File: src/rtl/cosgen_pkg.sv
package cosgen_pkg;

    // Shared widths
    localparam int CODE_W    = 8;   // converter code width
    localparam int STEP_W    = 16;  // phase accumulator / step width
    localparam int CFG_W     = 16;  // configuration word width
    localparam int QSEL_W    = 2;   // quadrant select bits
    localparam int LUT_IDX_W = 4;   // quarter-table index bits
    localparam int PTOP_W    = QSEL_W + LUT_IDX_W;
    localparam int SAMP_W    = 8;   // signed sample width
    localparam int SCALE_W   = 2;
    localparam int PHASE_W   = 2;

    // Field positions inside a channel configuration word
    localparam int F_EN      = 0;
    localparam int F_SCALE   = 1;
    localparam int F_PHASE   = 3;
    localparam int F_OFF     = 8;

    localparam logic [PHASE_W-1:0] PH_NORMAL = 2'd2;
    localparam logic [PHASE_W-1:0] PH_INVERT = 2'd3;
    localparam logic [CODE_W-1:0]  MIDSCALE  = 8'h80;

    typedef enum logic [1:0] {
        MODE_DIRECT = 2'd0,
        MODE_ARMED  = 2'd1,
        MODE_TONE   = 2'd2
    } ch_mode_e;

endpackage

File: src/rtl/cosgen_phase_acc.sv
module cosgen_phase_acc
    import cosgen_pkg::*;
(
    input  logic              clk,
    input  logic              rst,
    input  logic              run,
    input  logic [STEP_W-1:0] step,
    output logic [STEP_W-1:0] phase
);

    always_ff @(posedge clk) begin
        if (rst) begin
            phase <= '0;
        end else if (run) begin
            phase <= phase + step;
        end
    end

endmodule

File: src/rtl/cosgen_cos_lut.sv
module cosgen_cos_lut
    import cosgen_pkg::*;
(
    input  logic [PTOP_W-1:0]        ptop,
    output logic signed [SAMP_W-1:0] sample
);

    logic [QSEL_W-1:0]    quad;
    logic [LUT_IDX_W-1:0] idx;
    logic [LUT_IDX_W-1:0] idx_m;
    logic [SAMP_W-2:0]    mag;
    logic                 neg;

    // 127*cos at the centre of each of 16 bins spanning a quarter turn
    function automatic logic [SAMP_W-2:0] quarter(input logic [LUT_IDX_W-1:0] i);
        logic [SAMP_W-2:0] v;
        unique case (i)
            4'd0:  v = 7'd127;
            4'd1:  v = 7'd126;
            4'd2:  v = 7'd123;
            4'd3:  v = 7'd120;
            4'd4:  v = 7'd115;
            4'd5:  v = 7'd109;
            4'd6:  v = 7'd102;
            4'd7:  v = 7'd94;
            4'd8:  v = 7'd85;
            4'd9:  v = 7'd76;
            4'd10: v = 7'd65;
            4'd11: v = 7'd54;
            4'd12: v = 7'd43;
            4'd13: v = 7'd31;
            4'd14: v = 7'd19;
            default: v = 7'd6;
        endcase
        return v;
    endfunction

    always_comb begin
        quad   = ptop[PTOP_W-1 -: QSEL_W];
        idx    = ptop[LUT_IDX_W-1:0];
        // odd quadrants run the table backwards
        idx_m  = quad[0] ? ~idx : idx;
        mag    = quarter(idx_m);
        // second and third quadrants are negative
        neg    = quad[1] ^ quad[0];
        sample = neg ? -$signed({1'b0, mag}) : $signed({1'b0, mag});
    end

endmodule

File: src/rtl/cosgen_chan.sv
module cosgen_chan
    import cosgen_pkg::*;
(
    input  logic                     clk,
    input  logic                     rst,
    input  logic                     glob_nxt,
    input  logic                     cfg_hit,
    input  logic                     cfg_en,
    input  logic [SCALE_W-1:0]       cfg_scale,
    input  logic [PHASE_W-1:0]       cfg_phase,
    input  logic [CODE_W-1:0]        cfg_off,
    input  logic                     dir_we,
    input  logic [CODE_W-1:0]        dir_code,
    input  logic signed [SAMP_W-1:0] sample,
    output ch_mode_e                 mode,
    output logic [CODE_W-1:0]        code
);

    localparam int SH_W  = SAMP_W + 1;
    localparam int SUM_W = SAMP_W + 2;

    ch_mode_e            mode_q, mode_d;
    logic [SCALE_W-1:0]  scale_q;
    logic [PHASE_W-1:0]  phase_q;
    logic [CODE_W-1:0]   off_q;
    logic [CODE_W-1:0]   dir_q;
    logic [CODE_W-1:0]   code_q;
    logic [CODE_W-1:0]   tone_code;

    logic signed [SH_W-1:0]  s_ext;
    logic signed [SH_W-1:0]  s_shift;
    logic signed [SH_W-1:0]  s_pol;
    logic signed [SUM_W-1:0] s_sum;

    // ---------------- mode state register ----------------
    always_ff @(posedge clk) begin
        if (rst) begin
            mode_q <= MODE_DIRECT;
        end else begin
            mode_q <= mode_d;
        end
    end

    // ---------------- mode transitions ----------------
    always_comb begin
        mode_d = mode_q;
        unique case (mode_q)
            MODE_DIRECT: begin
                if (!dir_we && cfg_hit && cfg_en) begin
                    mode_d = glob_nxt ? MODE_TONE : MODE_ARMED;   // start / arm
                end
            end
            MODE_ARMED: begin
                if (dir_we || (cfg_hit && !cfg_en)) begin
                    mode_d = MODE_DIRECT;                        // drop
                end else if (glob_nxt) begin
                    mode_d = MODE_TONE;                          // resume
                end
            end
            MODE_TONE: begin
                if (dir_we || (cfg_hit && !cfg_en)) begin
                    mode_d = MODE_DIRECT;                        // drop
                end else if (!glob_nxt) begin
                    mode_d = MODE_ARMED;                         // pause
                end
            end
            default: mode_d = MODE_DIRECT;
        endcase
    end

    // ---------------- per-channel setup registers ----------------
    always_ff @(posedge clk) begin
        if (rst) begin
            scale_q <= '0;
            phase_q <= PH_NORMAL;
            off_q   <= '0;
            dir_q   <= MIDSCALE;
        end else begin
            if (cfg_hit) begin
                scale_q <= cfg_scale;
                phase_q <= cfg_phase;
                off_q   <= cfg_off;
            end
            if (dir_we) begin
                dir_q <= dir_code;
            end
        end
    end

    // ---------------- waveform shaping ----------------
    always_comb begin
        s_ext   = {sample[SAMP_W-1], sample};
        s_shift = s_ext >>> scale_q;
        s_pol   = (phase_q == PH_INVERT) ? -s_shift : s_shift;
        s_sum   = {s_pol[SH_W-1], s_pol}
                + {{(SUM_W-CODE_W){off_q[CODE_W-1]}}, off_q}
                + SUM_W'(signed'(128));
        if (s_sum[SUM_W-1]) begin
            tone_code = '0;
        end else if (s_sum[SUM_W-2]) begin
            tone_code = '1;
        end else begin
            tone_code = s_sum[CODE_W-1:0];
        end
    end

    // ---------------- output register ----------------
    always_ff @(posedge clk) begin
        if (rst) begin
            code_q <= MIDSCALE;
        end else begin
            code_q <= (mode_q == MODE_TONE) ? tone_code : dir_q;
        end
    end

    assign mode = mode_q;
    assign code = code_q;

endmodule

File: src/rtl/cosgen_tone_top.sv
module cosgen_tone_top
    import cosgen_pkg::*;
#(
    parameter int NCH   = 2,
    parameter int SEL_W = $clog2(NCH + 2)
) (
    input  logic                  clk,
    input  logic                  rst,
    input  logic                  cfg_we,
    input  logic [SEL_W-1:0]      cfg_sel,
    input  logic [CFG_W-1:0]      cfg_wdata,
    input  logic [NCH-1:0]        dir_we,
    input  logic [NCH*CODE_W-1:0] dir_code,
    output logic [NCH*CODE_W-1:0] dac_code
);

    localparam int SEL_GLOB = 0;
    localparam int SEL_STEP = 1;
    localparam int SEL_CH0  = 2;

    logic                    glob_q;
    logic                    glob_nxt;
    logic [STEP_W-1:0]       step_q;
    logic [STEP_W-1:0]       phase_q;
    logic signed [SAMP_W-1:0] sample;
    logic [NCH-1:0][1:0]     ch_mode;

    // ---------------- shared configuration ----------------
    assign glob_nxt = (cfg_we && cfg_sel == SEL_W'(SEL_GLOB)) ? cfg_wdata[0] : glob_q;

    always_ff @(posedge clk) begin
        if (rst) begin
            glob_q <= 1'b0;
            step_q <= '0;
        end else begin
            glob_q <= glob_nxt;
            if (cfg_we && cfg_sel == SEL_W'(SEL_STEP)) begin
                step_q <= cfg_wdata[STEP_W-1:0];
            end
        end
    end

    cosgen_phase_acc u_acc (
        .clk   (clk),
        .rst   (rst),
        .run   (glob_q),
        .step  (step_q),
        .phase (phase_q)
    );

    cosgen_cos_lut u_lut (
        .ptop   (phase_q[STEP_W-1 -: PTOP_W]),
        .sample (sample)
    );

    // ---------------- channels ----------------
    for (genvar c = 0; c < NCH; c++) begin : g_ch
        ch_mode_e          mode_c;
        logic [CODE_W-1:0] code_c;
        logic              hit_c;

        assign hit_c = cfg_we && (cfg_sel == SEL_W'(SEL_CH0 + c));

        cosgen_chan u_chan (
            .clk       (clk),
            .rst       (rst),
            .glob_nxt  (glob_nxt),
            .cfg_hit   (hit_c),
            .cfg_en    (cfg_wdata[F_EN]),
            .cfg_scale (cfg_wdata[F_SCALE +: SCALE_W]),
            .cfg_phase (cfg_wdata[F_PHASE +: PHASE_W]),
            .cfg_off   (cfg_wdata[F_OFF +: CODE_W]),
            .dir_we    (dir_we[c]),
            .dir_code  (dir_code[c*CODE_W +: CODE_W]),
            .sample    (sample),
            .mode      (mode_c),
            .code      (code_c)
        );

        assign ch_mode[c]                 = mode_c;
        assign dac_code[c*CODE_W +: CODE_W] = code_c;
    end

endmodule

File: config.mk
export PLATFORM = sky130hd
export DESIGN_NAME = cosgen_tone_top
export DESIGN_NICKNAME = d
export VERILOG_FILES = /design/src/rtl/cosgen_pkg.sv /design/src/rtl/cosgen_phase_acc.sv /design/src/rtl/cosgen_cos_lut.sv /design/src/rtl/cosgen_chan.sv /design/src/rtl/cosgen_tone_top.sv
export SDC_FILE = /design/constraint.sdc
export NUM_CORES = 1
export LEC_CHECK = 0
export CORE_MARGIN = 3
export CORE_UTILIZATION = 55
export CTS_CLUSTER_SIZE = 30
export DETAILED_ROUTE_END_ITERATION = 10
export PLACE_DENSITY = 0.76
export SYNTH_ARGS = -nofsm -noshare
export SYNTH_HDL_FRONTEND = slang
export SYNTH_SLANG_ARGS = --single-unit
File: constraint.sdc
create_clock -name clk -period 6.6 [get_ports clk]
set_input_delay 1.98 -clock clk [delete_from_list [all_inputs] [get_ports clk]]
set_output_delay 1.98 -clock clk [all_outputs]
set_load 0.01 [all_outputs]
; Word-level counts from Yosys, hierarchy flattened
; Memory sizes are Yosys's and may differ from the RTL's.
; Cells that the tools add are included.
[word_totals]
romBits = 112
elab_cells = 85
ff_bits = 93
out_inout_bits = 16
n_memories = 1
[classes]
n_eq_ne = 15
bitwise = 2
addsub = 8
mux = 22
reduce_logical = 20
n_shift = 2
[memory_table]
columns = memory, depth, width, rd, rd_ports_with_merged_regs, write_ports, line_no
row1 = (no name shown), 16, 7, 1, 0, 0, cosgen_cos_lut.sv:17  ; unique case (i)
[op_table]
columns = cell, count
row1 = $mux 8, 7
row2 = $add 10x8->10 const B, 2
row3 = $add 9x8->10, 2
row4 = $mux 2, 9
row5 = $mux 9, 2
row6 = $neg 9->9, 2
row7 = $sshr 8x2->9, 2
row8 = $add 16x16->16, 1
row9 = $eq 2x2->1 const B, 6
row10 = $pmux 2 s3, 2
row11 = $logic_and 1x1->1, 10
row12 = $neg 7->8, 1
row13 = $eq 2x1->1 const B, 3
row14 = $logic_not 2->1, 3
row15 = $ne 3x2->1 const B, 2
row16 = $reduce_and 3->1, 2
row17 = $mux 4, 1
row18 = $ne 2x1->1 const B, 2
row19 = $not 4->4, 1
row20 = $logic_not 1->1, 3
row21 = $ne 3x1->1 const B, 1
row22 = $ne 3x3->1 const B, 1
row23 = $logic_or 1x1->1, 2
row24 = $mux 1, 1
row25 = $xor 1x1->1, 1

; Depth between registers and ports, before layout
; An unclocked memory read counts as a cell.
[depth]
ltp_word = 13
depth_mapped = 29

; Hierarchy
; From an unflattened synthesis, not the netlist that was laid out.
[hier_totals]
cells_unflattened = 778
hier_area_um2 = 6870.3
[by_module_without_submodules]
columns = mod, area_each_um2, n_inst, seq_area_each_um2, cells_each
row1 = cosgen_chan at g_ch[0].u_chan, 2098.3, 1, 600.6, 237
row2 = cosgen_chan at g_ch[1].u_chan, 2033.2, 1, 600.6, 231
row3 = cosgen_phase_acc, 1330.0, 1, 320.3, 151
row4 = cosgen_tone_top, 802.0, 1, 340.3, 78
row5 = cosgen_cos_lut, 606.8, 1, 0.0, 81

; Worst setup path after synthesis
; OpenSTA, ideal clock, no wires.
[synth_path]
path_kind = register -> register
startpoint = register u_acc.phase[14]
endpoint = register g_ch[0].u_chan.code_q[0]
path_buffers = 2
period_less_slack_ps = 5897
stages_incl_launch_ff = 29
slack_ps = 703
t_required_ps = 6466
arrival_ps = 5763
cell_sequence = dfxtp_1 > buf_2 > buf_1 > and3_1 > a2111oi_0 > nor2_1 > ha_1 > nand2b_1 > a211o_1 > a311o_1 > o2111ai_2 > a21oi_1 > a21o_1 > mux2i_1 > ha_1 > nand2_1 > a21oi_1 > a311oi_1 > mux2_1 > a32oi_1 > ha_1 > ha_1 > o21ai_0 > a21boi_0 > o21ai_0 > a21oi_1 > or3_1 > a21oi_1 > nor4_1
[synth_via]
elab_chain_len = 12
elab_cells_between_ends = 13
cone_classes = add/sub: 4 / shift: 1 / mux: 6 / bitwise: 1 / memory: 1
[synth_lines]
columns = element, line_no
row1 = from (decl), cosgen_phase_acc.sv:8  ; output logic [STEP_W-1:0] phase
row2 = from (signal assigned), cosgen_phase_acc.sv:15  ; phase <= phase + step;
row3 = $mux 4, cosgen_cos_lut.sv:42  ; idx_m = quad[0] ? ~idx : idx;
row4 = $mem_v2 16x7, -
row5 = $neg 7->8, cosgen_cos_lut.sv:46  ; sample = neg ? -$signed({1'b0, mag}) : $signed({1'b0, mag});
row6 = $mux 8 *, cosgen_cos_lut.sv:46
row7 = $sshr 8x2->9 *, cosgen_chan.sv:93  ; s_shift = s_ext >>> scale_q;
row8 = $neg 9->9, cosgen_chan.sv:94  ; s_pol = (phase_q == PH_INVERT) ? -s_shift : s_shift;
row9 = $mux 9 *, cosgen_chan.sv:94
row10 = $add 9x8->10 *, cosgen_chan.sv:96  ; + {{(SUM_W-CODE_W){off_q[CODE_W-1]}}, off_q}
row11 = $add 10x8->10 *, cosgen_chan.sv:97  ; + SUM_W'(signed'(128));
row12 = $mux 8, cosgen_chan.sv:100  ; end else if (s_sum[SUM_W-2]) begin
row13 = $mux 8 *, cosgen_chan.sv:98  ; if (s_sum[SUM_W-1]) begin
row14 = $mux 8 *, cosgen_chan.sv:112  ; code_q <= (mode_q == MODE_TONE) ? tone_code : dir_q;
row15 = to (signal assigned), cosgen_chan.sv:112
row16 = to (decl), cosgen_chan.sv:27  ; logic [CODE_W-1:0] code_q;
; Mark *: on every way between the ends. The rest lies on a longest branch, timed or not.
; A chain may end at the register's enable or synchronous reset.

; Worst setup path after layout
[layout_path]
startpoint = register u_acc.phase[12]
endpoint = register g_ch[0].u_chan.code_q[0]
[layout_via]
elab_chain_len = 13
[layout_lines]
columns = element, line_no
row1 = $not 4->4, cosgen_cos_lut.sv:42
row2 = $mux 4 *, cosgen_cos_lut.sv:42
row3 = $mem_v2 16x7 *, -
row4 = $neg 7->8, cosgen_cos_lut.sv:46
row5 = $mux 8 *, cosgen_cos_lut.sv:46
row6 = $sshr 8x2->9 *, cosgen_chan.sv:93
row7 = $neg 9->9, cosgen_chan.sv:94
row8 = $mux 9 *, cosgen_chan.sv:94
row9 = $add 9x8->10 *, cosgen_chan.sv:96
row10 = $add 10x8->10 *, cosgen_chan.sv:97
row11 = $mux 8, cosgen_chan.sv:100
row12 = $mux 8 *, cosgen_chan.sv:98
row13 = $mux 8 *, cosgen_chan.sv:112
; Marked as above.

==> results by group <==
GRT
  – Total track usage: approximately a quarter
  – Largest net degree at the start of global routing: 78
  – Vias in the first global route: 6,061
  – First-pass GRT wire length: between 20 and 30 mm
  – Total grt overflow: 0
  – Antenna violations before repair: 0

Power
  – Switching power: slightly above 0.5 mW
  – Lkg Pwr: about 3.0 nW
  – Comb power frac: around 28%
  – Clk pwr share: between 30% and 40%
  – VDD IR max: about 0.0002 V
  – Int Power: ~1.1 mW
  – Seq pwr share: a little under two fifths
  – Power per Cell Area: 212.6 nW/um^2
  – Switching Fraction: a little under a third

Final layout
  – Ant. Diodes: 0
  – Area grow syn2layout: 14.34%
  – Layout cells sized above 1: 6.652%
  – Nets: around 980
  – Filler cells: roughly 960
  – Final Non-Filler Cells: between 1,000 and 1,500

Hold path
  – Hold Startpoint: g_ch[0].u_chan.dir_q[6]
  – Hold-critical path depth: 2
  – Hold/Removal Path Class: reg -> reg
  – Hold path endpoint: g_ch[0].u_chan.code[6]

Routing
  – Total routed wirelength: between 15 and 20 mm
  – First drt pass iteration count: 5
  – DRC: 0
  – Per-cell routed wire length: 16.63 um
  – Iter 0 DRT Violations: between 400 and 500
  – Detailed-route via count: 6,375
  – Antenna Nets Post-Route: 0
  – DR vias/cell: a little over 6

Flow run
  – Max Cap Viol: 0

Placement
  – HPWL Detailed: around 13 mm
  – Setup slack at placement: around 0.13 ns
  – Buffers on Ports: 54
  – Routability Congestion: roughly 1.0
  – Placed cells: between 1,000 and 1,500

Setup path
  – Reg2Reg Setup Slack: a little under 0.4 ns
  – Setup CP Type: reg -> reg
  – CP Capture Type: flip-flop
  – Max Fanout on Critical Path: 16
  – Required @ worst endpoint: 6.80 ns
  – Cell mode on critical path: ha_1
  – Setup crit start kind: flip-flop
  – Worst r2r dst: g_ch[0].u_chan.code[0]
  – Cell family with most CP delay: compound AO/OA/AOI/OAI gates
  – Reg2reg start: u_acc.phase[12]
  – Bufs and invs on worst path: 2
  – CP Launch Point: u_acc.phase[12]
  – R2r worst-path depth: 27
  – Max stage delay on crit path: between 0.4 and 0.5 ns
  – Critical-path top delay cell: or3_1
  – Critical Path AT: 6.41 ns

Synth
  – Post-synth EDFFs: 0
  – Commonest cells post-synth: nand2_1 (127), dfxtp_1 (93), a21oi_1 (85)
  – Mean Syn Cell Area: between 7 and 8 um^2
  – Top cells by area, synth: dfxtp_1 (28%), ha_1 (9.7%), nand2_1 (7.1%), a21oi_1 (6.4%), nor2_1 (4.2%)
  – Post-synthesis simple-gate area fraction: 22.24%
  – Compound-Gate Fraction of Synth Area: roughly a quarter
  – Mapped Cells: approximately 860
  – Area share of the largest cell type after synthesis: around 28%
  – Largest family of logic cells by synthesized area: compound AO/OA/AOI/OAI gates
  – Mux contribution to synthesized area: under 10%
  – Synthesis Warnings: 0
  – Most frequent cell after synthesis: nand2_1
  – Synth Net Count: approximately 950
  – Area leader, netlist: dfxtp_1
  – Synth cell types: 80
  – Post-synthesis sequential area ratio: between 20% and 30%
  – Synth Area in XOR/XNOR: between 4 and 5%
  – Most used flip-flop cell after synthesis: dfxtp_1
  – Synth Area in Adders: 10.78%
  – Flops & latches, synth: 93
  – Share of flip-flops with an asynchronous set or reset: 0%
  – Mapped Area: approximately 6700 um^2

Clocking
  – Clk_lat worst skew: between 0.3 and 0.4 ns
  – CTS root buf: clkbuf_16
  – CTS tree: built
  – Total CTS buffers: 9
  – CTS H-tree depth: 3
  – CTS max path bufs: 2
  – CTS sink cnt: between 90 and 100
  – Clock-pin slew on the worst setup and hold paths: roughly 0.070 ns

Floorplanning
  – Core outline area: 11,660 um^2
  – Ports: 55
  – Starting Density: between 50% and 60%
  – Die area: 13,510 um^2
  – Die H: approximately 120 um
  – Site Rows: 39
  – Die width: 116.2 um

STA
  – Worst setup margin: between 0.3 and 0.4 ns
  – Worst-margin pin slew: roughly 1.1 ns
  – Fraction of the cycle the final worst path needs: 94.06%
  – Slew HR: around a quarter
  – F_max: 0.1611 GHz
  – Final setup violation count: 0
  – Fin Clk Skew: between 0.009 and 0.01 ns
  – Final hold viol count: 0
  – Final Critical Period: just over 6 ns
  – Slew Viols, Final: 0

Outcome
  – Run status: finished clean
cells in the final DEF, fill, tap and decap left out, drive strengths merged, types with 7 or more instances in the layout:
| cell type | netlist | final |
|---|---|---|
| a211oi | 7 | 7 |
| and2 | 7 | 7 |
| xor2 | 16 | 16 |
| dfxtp | 93 | 93 |
| nor3 | 20 | 20 |
| nor2b | 17 | 17 |
| o22ai | 10 | 10 |
| inv | 33 | 35 |
| mux2i | 27 | 27 |
| ha | 52 | 52 |
| o2111ai | 10 | 10 |
| nand2 | 127 | 127 |
| clkdlybuf4s50 | 0 | 53 |
| a21o | 11 | 11 |
| buf | 14 | 14 |
| a21oi | 85 | 85 |
| xnor2 | 18 | 18 |
| nor4 | 7 | 7 |
| o21ai | 38 | 38 |
| or2 | 8 | 8 |
| o31ai | 9 | 9 |
| nand2b | 17 | 17 |
| clkbuf | 37 | 10 |
| nor2 | 74 | 74 |
through the flow:
step	setup TNS (ns)	utilization (%)	hold slack (ns)	total power [mW]	instance area (um^2)
detailed placement	0	62.36	0.4463	1.059	7273
finish	0	65.52	0.4553	1.624	7641
CTS	0	65.13	0.4603	1.621	7596
floorplan	0	-	0.4291	0.9282	6683
global placement	0	62.36	0.4416	1.046	7273
global route	-0.1811	65.52	0.4856	1.708	7641
worst min-delay path, cell delays in order, from the launching register on:
cell	delay (ns)
dfxtp_1	0.31
nand2_1	0.05
a21oi_1	0.05
state kept, by name (all words and copies together), names as in the netlist:
name,flops
g_ch.u_chan.code,16
g_ch.u_chan.scale_q,4
g_ch.u_chan.off_q,16
u_acc.phase,16
g_ch.u_chan.mode,4
g_ch.u_chan.dir_q,16
step_q,16
glob_q,1
g_ch.u_chan.phase_q,4
power by group through the flow:
stage / sequential, mW / clock [mW] / combinational [mW]
2_1_floorplan: 0.609 / 0 / 0.320
3_3_place_gp: 0.617 / 0 / 0.429
3_5_place_dp: 0.618 / 0 / 0.441
4_1_cts: 0.605 / 0.570 / 0.445
5_1_grt: 0.609 / 0.593 / 0.506
6_report: 0.606 / 0.560 / 0.458
final cells by class:
cell class	count	area, um^2	area share [%]
Inverter	33	123.9	1.621
Sequential cell	93	1871	24.48
Timing Repair Buffer	67	636.9	8.335
Clock inverter	6	93.84	1.228
Multi-Input combinational cell	678	4508	59.00
Tap cell	143	178.9	2.342
Clock buffer	10	229.0	2.997
cell families after synthesis:
kind of cell | Yosys count
XOR/XNOR | 34
AND/OR/NAND/NOR | 317
adder cells (fa/ha/maj) | 56
flip-flops | 93
AO/OA/AOI/OAI | 235
multiplexers | 36
buffers and inverters | 84
what timing repair did:
action | 4_1_cts | 5_1_grt
resized for setup | 0 | 14
setup buffers | 0 | 1
endpoints found under the setup margin | 0 | 16
hold buffers | 0 | 0
metal layers:
| metal | track usage (%) | wire, um | up-vias |
|---|---|---|---|
| met4 | 9.281 | 360 | 0 |
| met5 | 0 | 0 | - |
| li1 | - | - | 3121 |
| met3 | 4.922 | 905 | 35 |
| met2 | 43.21 | 8085 | 244 |
| met1 | 35.32 | 7774 | 2975 |
worst max path at each step:
stage | to | slack (ns) | cells after the start
final | g_ch[0].u_chan.code[0] | 0.39 | 27
after global placement | g_ch[0].u_chan.code[1] | 0.47 | 26
after detailed placement | g_ch[0].u_chan.code[0] | 0.13 | 27
after global routing | g_ch[0].u_chan.code[2] | -0.04 | 26
after CTS | g_ch[0].u_chan.code[0] | 0.11 | 27
after floorplan | g_ch[0].u_chan.code[0] | 0.70 | 28
Note: power is estimated with default switching activity, not from simulation.
